File: config.mk
export PLATFORM = sky130hd
export DESIGN_NAME = timebase_loader
export DESIGN_NICKNAME = d
export VERILOG_FILES = /design/src/rtl/timebase_loader_pkg.sv /design/src/rtl/timebase_loader_ctrl.sv /design/src/rtl/timebase_loader_dp.sv /design/src/rtl/timebase_loader.sv
export SDC_FILE = /design/constraint.sdc
export NUM_CORES = 1
export LEC_CHECK = 0
export BUFFER_PORTS_ARGS = -buffer_cell sky130_fd_sc_hd__buf_2
export CORE_MARGIN = 8
export CORE_UTILIZATION = 26
export DETAILED_ROUTE_END_ITERATION = 8
export GPL_ROUTABILITY_DRIVEN = 0
export SLEW_MARGIN = 30
export SYNTH_ARGS = -nofsm -noshare
export SYNTH_HDL_FRONTEND = slang
export SYNTH_HIERARCHICAL = 1
export SYNTH_SLANG_ARGS = --single-unit
File: constraint.sdc
create_clock -name clk -period 4.7 [get_ports clk]
set_clock_uncertainty 0.05 [all_clocks]
set_input_delay 0.94 -clock clk [delete_from_list [all_inputs] [get_ports clk]]
set_output_delay 0.94 -clock clk [all_outputs]
set_load 0.03 [all_outputs]
File: src/rtl/timebase_loader_pkg.sv
package timebase_loader_pkg;

  localparam int REG_W    = 64;
  localparam int CFG_W    = 16;
  localparam int FIELD_W  = 4;
  localparam int MAXC_LSB = 0;
  localparam int CLK_LSB  = 4;
  localparam int SYNC_LSB = 8;
  localparam int EN_BIT   = 15;
  localparam int LOAD_BIT = 16;
  localparam int MOVE_BIT = 18;
  localparam int INTR_BIT = 51;
  localparam int TOUT_BIT = 54;
  localparam int ST_LSB   = 60;
  localparam int ST_W     = 3;
  localparam logic [CFG_W-1:0] CFG_MASK = 16'h8FFF;

  typedef enum logic [ST_W-1:0] {
    ST_RESET     = 3'd0,
    ST_NOT_SET   = 3'd1,
    ST_SYNC_WAIT = 3'd2,
    ST_GET_TOD   = 3'd3,
    ST_RUNNING   = 3'd4,
    ST_ERROR     = 3'd7
  } tbState_e;

  typedef struct packed {
    logic loadTb;
    logic countEn;
  } dpStrobe_t;

endpackage

File: src/rtl/timebase_loader_ctrl.sv
module timebase_loader_ctrl
  import timebase_loader_pkg::*;
#(
  parameter int LOAD_TIMEOUT = 8
) (
  input  logic      clk,
  input  logic      rstN,
  input  logic      regWrEn,
  input  logic      wrEnable,
  input  logic      wrLoad,
  input  logic      wrMove,
  input  logic      wrIntrClr,
  input  logic      stepTick,
  input  logic      syncPulse,
  input  logic      todValid,
  input  logic      todErr,
  output tbState_e  stateQ,
  output logic      loadCmdQ,
  output logic      moveCmdQ,
  output logic      intrQ,
  output logic      timeoutQ,
  output dpStrobe_t strobe
);

  localparam int WD_W = (LOAD_TIMEOUT > 1) ? $clog2(LOAD_TIMEOUT) : 1;
  localparam logic [WD_W-1:0] WD_LIMIT = WD_W'(LOAD_TIMEOUT - 1);

  tbState_e        stateD;
  logic            loadCmdD, moveCmdD, intrD, timeoutD;
  logic [WD_W-1:0] wdQ, wdD;
  logic            abortWr, cmdWr;

  assign abortWr = regWrEn & ~wrEnable;
  assign cmdWr   = regWrEn & wrEnable;

  always_comb begin
    stateD        = stateQ;
    loadCmdD      = loadCmdQ;
    moveCmdD      = moveCmdQ;
    timeoutD      = timeoutQ;
    wdD           = wdQ;
    strobe.loadTb = 1'b0;
    if (abortWr) begin
      stateD   = ST_RESET;
      loadCmdD = 1'b0;
      moveCmdD = 1'b0;
      timeoutD = 1'b0;
      wdD      = '0;
    end else begin
      unique case (stateQ)
        ST_RESET: begin
          if (loadCmdQ) begin
            if (stepTick) begin
              stateD   = ST_NOT_SET;
              loadCmdD = 1'b0;
            end else if (wdQ == WD_LIMIT) begin
              stateD   = ST_ERROR;
              timeoutD = 1'b1;
              loadCmdD = 1'b0;
            end else begin
              wdD = wdQ + 1'b1;
            end
          end else if (cmdWr && wrLoad) begin
            loadCmdD = 1'b1;
            wdD      = '0;
          end
        end
        ST_NOT_SET: begin
          if (cmdWr && wrMove && !intrQ) begin
            moveCmdD = 1'b1;
            stateD   = ST_SYNC_WAIT;
          end
        end
        ST_SYNC_WAIT: begin
          if (syncPulse) stateD = ST_GET_TOD;
        end
        ST_GET_TOD: begin
          if (todValid) begin
            stateD        = ST_RUNNING;
            moveCmdD      = 1'b0;
            strobe.loadTb = 1'b1;
          end
        end
        default: ;
      endcase
    end
    if (todErr)                   intrD = 1'b1;
    else if (regWrEn && wrIntrClr) intrD = 1'b0;
    else                          intrD = intrQ;
    strobe.countEn = (stateQ == ST_RUNNING) && stepTick && !abortWr;
  end

  always_ff @(posedge clk) begin
    if (!rstN) begin
      stateQ   <= ST_RESET;
      loadCmdQ <= 1'b0;
      moveCmdQ <= 1'b0;
      intrQ    <= 1'b0;
      timeoutQ <= 1'b0;
      wdQ      <= '0;
    end else begin
      stateQ   <= stateD;
      loadCmdQ <= loadCmdD;
      moveCmdQ <= moveCmdD;
      intrQ    <= intrD;
      timeoutQ <= timeoutD;
      wdQ      <= wdD;
    end
  end

endmodule

File: src/rtl/timebase_loader_dp.sv
module timebase_loader_dp
  import timebase_loader_pkg::*;
#(
  parameter int TB_W = 64
) (
  input  logic             clk,
  input  logic             rstN,
  input  logic             regWrEn,
  input  logic [CFG_W-1:0] cfgIn,
  input  dpStrobe_t        strobe,
  input  logic [TB_W-1:0]  todValue,
  output logic [CFG_W-1:0] cfgQ,
  output logic             stepTick,
  output logic [TB_W-1:0]  timebase
);

  logic [FIELD_W-1:0] clkField, period, stepCnt;

  assign clkField = cfgQ[CLK_LSB +: FIELD_W];
  assign period   = (clkField == '0) ? FIELD_W'(1) : clkField;
  assign stepTick = (stepCnt == period - 1'b1);

  always_ff @(posedge clk) begin
    if (!rstN) begin
      cfgQ    <= '0;
      stepCnt <= '0;
    end else if (regWrEn) begin
      cfgQ    <= cfgIn & CFG_MASK;
      stepCnt <= '0;
    end else if (stepTick) begin
      stepCnt <= '0;
    end else begin
      stepCnt <= stepCnt + 1'b1;
    end
  end

  always_ff @(posedge clk) begin
    if (!rstN)               timebase <= '0;
    else if (strobe.loadTb)  timebase <= todValue;
    else if (strobe.countEn) timebase <= timebase + TB_W'(1);
  end

endmodule

File: src/rtl/timebase_loader.sv
module timebase_loader
  import timebase_loader_pkg::*;
#(
  parameter int TB_W         = 64,
  parameter int LOAD_TIMEOUT = 8
) (
  input  logic             clk,
  input  logic             rstN,
  input  logic             regWrEn,
  input  logic [REG_W-1:0] regWrData,
  output logic [REG_W-1:0] regRdData,
  input  logic             syncPulse,
  input  logic             todValid,
  input  logic [TB_W-1:0]  todValue,
  input  logic             todErr,
  output logic [TB_W-1:0]  timebase
);

  tbState_e         stateQ;
  logic             loadCmdQ, moveCmdQ, intrQ, timeoutQ, stepTick;
  logic [CFG_W-1:0] cfgQ;
  dpStrobe_t        strobe;

  timebase_loader_ctrl #(.LOAD_TIMEOUT(LOAD_TIMEOUT)) u_ctrl (
    .clk(clk), .rstN(rstN), .regWrEn(regWrEn),
    .wrEnable(regWrData[EN_BIT]), .wrLoad(regWrData[LOAD_BIT]),
    .wrMove(regWrData[MOVE_BIT]), .wrIntrClr(regWrData[INTR_BIT]),
    .stepTick(stepTick), .syncPulse(syncPulse), .todValid(todValid),
    .todErr(todErr), .stateQ(stateQ), .loadCmdQ(loadCmdQ),
    .moveCmdQ(moveCmdQ), .intrQ(intrQ), .timeoutQ(timeoutQ),
    .strobe(strobe)
  );

  timebase_loader_dp #(.TB_W(TB_W)) u_dp (
    .clk(clk), .rstN(rstN), .regWrEn(regWrEn),
    .cfgIn(regWrData[CFG_W-1:0]), .strobe(strobe), .todValue(todValue),
    .cfgQ(cfgQ), .stepTick(stepTick), .timebase(timebase)
  );

  always_comb begin
    regRdData                   = '0;
    regRdData[CFG_W-1:0]        = cfgQ;
    regRdData[LOAD_BIT]         = loadCmdQ;
    regRdData[MOVE_BIT]         = moveCmdQ;
    regRdData[INTR_BIT]         = intrQ;
    regRdData[TOUT_BIT]         = timeoutQ;
    regRdData[ST_LSB +: ST_W]   = stateQ;
  end

endmodule

### Word level (Yosys, flattened, before mapping)

Cells that the tools add are included.

* bitwise gates (word level): 5
* eq/ne operators: 13
* add/sub/neg operators: 4
* reductions and logical operators: 21
* mux-type cells: 26

Operators with widths (number)
* two-way mux 64 bit: 2
* adder 64 x 1 -> 64 bit (second input constant): 1
* two-way mux 3 bit: 10
* one-hot mux 3 bit (4 select lines): 1
* two-way mux 1 bit: 11
* inequality test 2 bit (second input constant): 4
* AND reduction 4 bit: 2
* nonzero test 2 bit: 4
* == test 3 x 2 -> 1 bit (second input constant): 2
* == test 3 bit (second input constant): 2
* logical AND 1 bit: 6
* AND reduction 6 bit: 1
* adder 4 x 1 -> 4 bit (second input constant): 1
* == test 4 bit: 1
* zero test 4 bit: 1
* two-way mux 4 bit: 1
* inequality test 2 x 1 -> 1 bit (second input constant): 2
* nonzero test 4 bit: 1
* subtractor 4 x 1 -> 4 bit (second input constant): 1
* adder 3 x 1 -> 3 bit (second input constant): 1
* == test 3 x 1 -> 1 bit (second input constant): 1
* zero test 3 bit: 1
* inequality test 3 x 1 -> 1 bit (second input constant): 1
* inverter 1 bit: 3
* 6 further kinds: 8

* bits in registers: 91
* bits of input ports: 134
* output and inout bits: 128

### Longest topological paths before layout

* depth after elaboration: 8
* depth in mapped cells: 15
* gate-level depth less buffers: 13

### Hierarchy

The synthesis kept the hierarchy.

By module, submodules not included
* timebase_loader_dp: cells an instance 536, instances 1, area each 4553.1 um^2, seq. area each 1621.6 um^2
* timebase_loader_ctrl: cells an instance 68, instances 1, area each 560.5 um^2, seq. area each 200.2 um^2
* timebase_loader: cells an instance 46, instances 1, area each 341.6 um^2, seq. area each 0.0 um^2

### Worst setup path before layout

No wires, ideal clock.

* kind: register to register
* start: register u_dp.cfgQ[5]
* end: register u_dp.timebase[45]
* arrival: 3366 ps
* setup time: 74 ps
* period minus slack after synthesis: 3491 ps
* slack: 1209 ps
* stages on the path, launching flop included: 15
* path buffers: 1
* cell sequence: dfxtp_1 -> nor3_1 -> nor2_1 -> ha_1 -> xnor2_1 -> xnor2_1 -> nor3_1 -> nand3_1 -> nor3_1 -> buf_4 -> nand3_1 -> nor4_4 -> nand4_2 -> or4_1 -> a31oi_1

RTL lines
* start: declaration: RTL line timebase_loader_dp.sv:12 `output logic [CFG_W-1:0] cfgQ,`
* start signal: assignment: RTL line timebase_loader_dp.sv:28 `cfgQ <= cfgIn & CFG_MASK;`
* end signal: assignment: RTL line timebase_loader_dp.sv:39 `else if (strobe.loadTb) timebase <= todValue;`
* end signal: assignment: RTL line timebase_loader_dp.sv:40 `else if (strobe.countEn) timebase <= timebase + TB_W'(1);`
* end: declaration: RTL line timebase_loader_dp.sv:14 `output logic [TB_W-1:0] timebase`

==> impl_metrics.toml <==
[synthesis]
synth_top_family_by_area = "simple AND/OR/NAND/NOR gates"
yosysWarnings = 6
netlist_instances = 650
synth-edff-count = 0
synth_xor_area_frac = 0.0690
synthFlopType = "dfxtp_1"
synthMuxAreaShare = 0.0294
ys_seq_area_frac = 0.334
synthArstFlopShare = 0
synth_area_um2 = 5460
syn_area_per_cell_um2 = 8.39
synth_fa_ha_area_frac = 0.0115
synthDistinctLibCells = 62
synth_compound_area_frac = 0.163
synthSimpleGateAreaFrac = 0.287
ys_ff_latch = 91

[layout]
area_growth_pct = 22.1
fillers = 2280
multi_input_area_um2 = 3220
regArea_um2 = 1820
final_core_util = 0.320
drive_gt1_frac = 0.273
diodes = 0
fin_nets = 936

[placed_design]
hpwl_mm = 14.0
port_buffers = 169

[floorplan]
die_area_um2 = 25900
initial_core_util = 0.262
io_pins = 262
die_w_um = 161
dieHeight_um = 161
core_area_um2 = 20800
num_rows = 53

[worst_hold_path]
hp-class = "flip-flop to flip-flop"
hold_depth = 2

[clock_tree]
clk_path_buf_depth = 2
cts_setup_buffers = 0
hold_buffers = 0
cts_sinks = 91
post_cts_resized = 0
cts_tree = "done"
clk_latency_ns = 0.35
clock-root-buffer = "clkbuf_16"
cts_made_buffers = 9
clkSlewWorstSetupHoldPaths_ns = 0.07
htreeDepth = 3

[timing]
grt_setup_unrepaired = "no"
worst_pin_slew_ns = 0.931
fin_crit_ns = 3.87
drv_slew = 0
max_freq_mhz = 258
holdWs_ns = 0.425
fin_crit_sh = 0.824
tns_ns = 0
setup_viol_count_final = 0
hold_viol = 0
max-slew-margin-rel = 0.374

[critical_path]
cp_max_fo = 10
critPathKind = "flip-flop to flip-flop"
crit_path_end_kind = "flip-flop"
cp-start-kind = "flip-flop"
cp_data_required_time_ns = 4.93
arrival_ns = 4.10
ff2ff_path_depth = 15

[detailed_routing]
drt_iter0_markers = 239
viasPerCell = 4.79
ant_nets = 0
dr.pass1.iters = 4
drt_drc_violations_left = 0
route.detailed.wl_per_inst_um = 16.8
dr_total_vias = 5157
wirelength_mm = 18.1

[run_status]
outcome = "complete, no violations"

[global_routing]
antenna_found_initial = 1
grt_use_total = 0.135
grt_pass1_wl_mm = 27.9
grt_max_degree = 55
grt_pass1_vias = 5075
overflow = 0

[pwr]
leakage_nw = 3.02
peakVddDrop_mv = 0.167
power.density_nw_per_um2 = 269
power_mw = 1.79

[flow_run]
max_cap_violations = 0
[metal layers]
layer	global-route usage	routed length [µm]
met2	0.224	8330
met3	0.0604	1750
met1	0.160	7940
met5	0	10
met4	0.0202	96
[placed cells by master, fill, tap and decap left out, types with 21 or more instances in the layout]
cell type and instances:
a21oi_1 25, buf_2 169, conb_1 44, dfxtp_1 91
nand2_1 43, nand3_1 45, nand4_1 25, nor2_1 23
o21ai_0 53, xnor2_1 21, xor2_1 22
[layout make-up]
class / instances / share of cell area
clock inverters: 5 / 0.00920
well taps: 275 / 0.0516
flip-flops and latches: 91 / 0.273
clock buffers: 11 / 0.0379
repair buffers: 178 / 0.137
multi-input cells: 505 / 0.484
inverters: 12 / 0.00676
[worst paths after layout]
check / start / endpoint / slack (ns)
min reg2reg: u_ctrl/moveCmdQ$_SDFFE_PP0P_ / u_ctrl/moveCmdQ$_SDFFE_PP0P_ / 0.43
max reg2reg: u_dp/cfgQ[5]$_SDFFE_PN0P_ / u_dp/timebase[45]$_SDFFE_PN0P_ / 0.83
min: u_ctrl/moveCmdQ$_SDFFE_PP0P_ / u_ctrl/moveCmdQ$_SDFFE_PP0P_ / 0.43
max: u_dp/cfgQ[5]$_SDFFE_PN0P_ / u_dp/timebase[45]$_SDFFE_PN0P_ / 0.83
[metrics by stage]
step	instance area, µm²	worst slack (ns)	cells
after floorplan	5610	1.21	692
after global placement	6350	0.737	1061
after detailed placement	6350	0.687	1061
after CTS	6660	0.765	1077
after global routing	6660	0.439	1077
final	6660	0.825	1077
[report_power, final]
group	switching (mW)	internal [mW]
combinational	0.142	0.0746
sequential	0.0183	0.784
clock	0.328	0.442
[cell usage after synthesis, drive strengths merged, types with 3 or more instances]
| library cell | count | share of area |
|---|---|---|
| dfxtp | 91 | 0.33 |
| buf | 54 | 0.075 |
| o21ai | 54 | 0.050 |
| nand3 | 46 | 0.043 |
| nand2 | 43 | 0.030 |
| nand4 | 32 | 0.050 |
| clkbuf | 29 | 0.020 |
| a21oi | 25 | 0.023 |
| nor2 | 23 | 0.016 |
| xor2 | 22 | 0.035 |
| xnor2 | 21 | 0.034 |
| nor3 | 17 | 0.019 |
| mux2i | 16 | 0.029 |
| nor2b | 16 | 0.018 |
| a31oi | 15 | 0.017 |
| o211a | 14 | 0.026 |
| nor4 | 13 | 0.026 |
| or3 | 12 | 0.014 |
| and2 | 11 | 0.013 |
| and3 | 11 | 0.013 |
| inv | 11 | 0.0076 |
| nand2b | 10 | 0.011 |
| o31ai | 8 | 0.011 |
| or4 | 8 | 0.011 |
| ha | 5 | 0.011 |
| and4 | 4 | 0.0067 |
| o22ai | 4 | 0.0046 |
| nor4b | 3 | 0.0048 |
| o2111ai | 3 | 0.0048 |
| o211ai | 3 | 0.0041 |
| o21a | 3 | 0.0041 |
| o311a | 3 | 0.0055 |
[cells by family (layout without fill, tap and decap cells)]
logic type	count (synthesis)	in the layout
AOI/OAI and AO/OA	140	140
adders and majority gates	5	5
xor gates and xnor gates	43	43
and+or+nand+nor	257	257
other	2	44
DFF	91	91
buffers and inverters	96	206
muxes	16	16
[worst max-delay path: stages (launching register included)]
cell	delay (ns)
dfxtp_1	0.37
nor3_1	0.20
nor2_1	0.06
ha_1	0.20
xnor2_1	0.13
xnor2_1	0.14
nor3_1	0.18
buf_4	0.19
nand3_1	0.07
nor3_1	0.16
buf_4	0.22
nand3_1	0.20
nor4_4	0.50
nand4_2	0.34
or4_1	0.59
a31oi_1	0.17
[sequential cells by signal, summed over array words and instances (netlist names)]
signal	cells
u_dp/stepCnt	4
u_ctrl/timeoutQ	1
u_ctrl/moveCmdQ	1
u_ctrl/loadCmdQ	1
u_dp/cfgQ	13
u_ctrl/intrQ	1
u_dp/timebase	64
u_ctrl/wdQ	3
u_ctrl/stateQ	3
No activity file was read; power rests on OpenSTA's default activity.
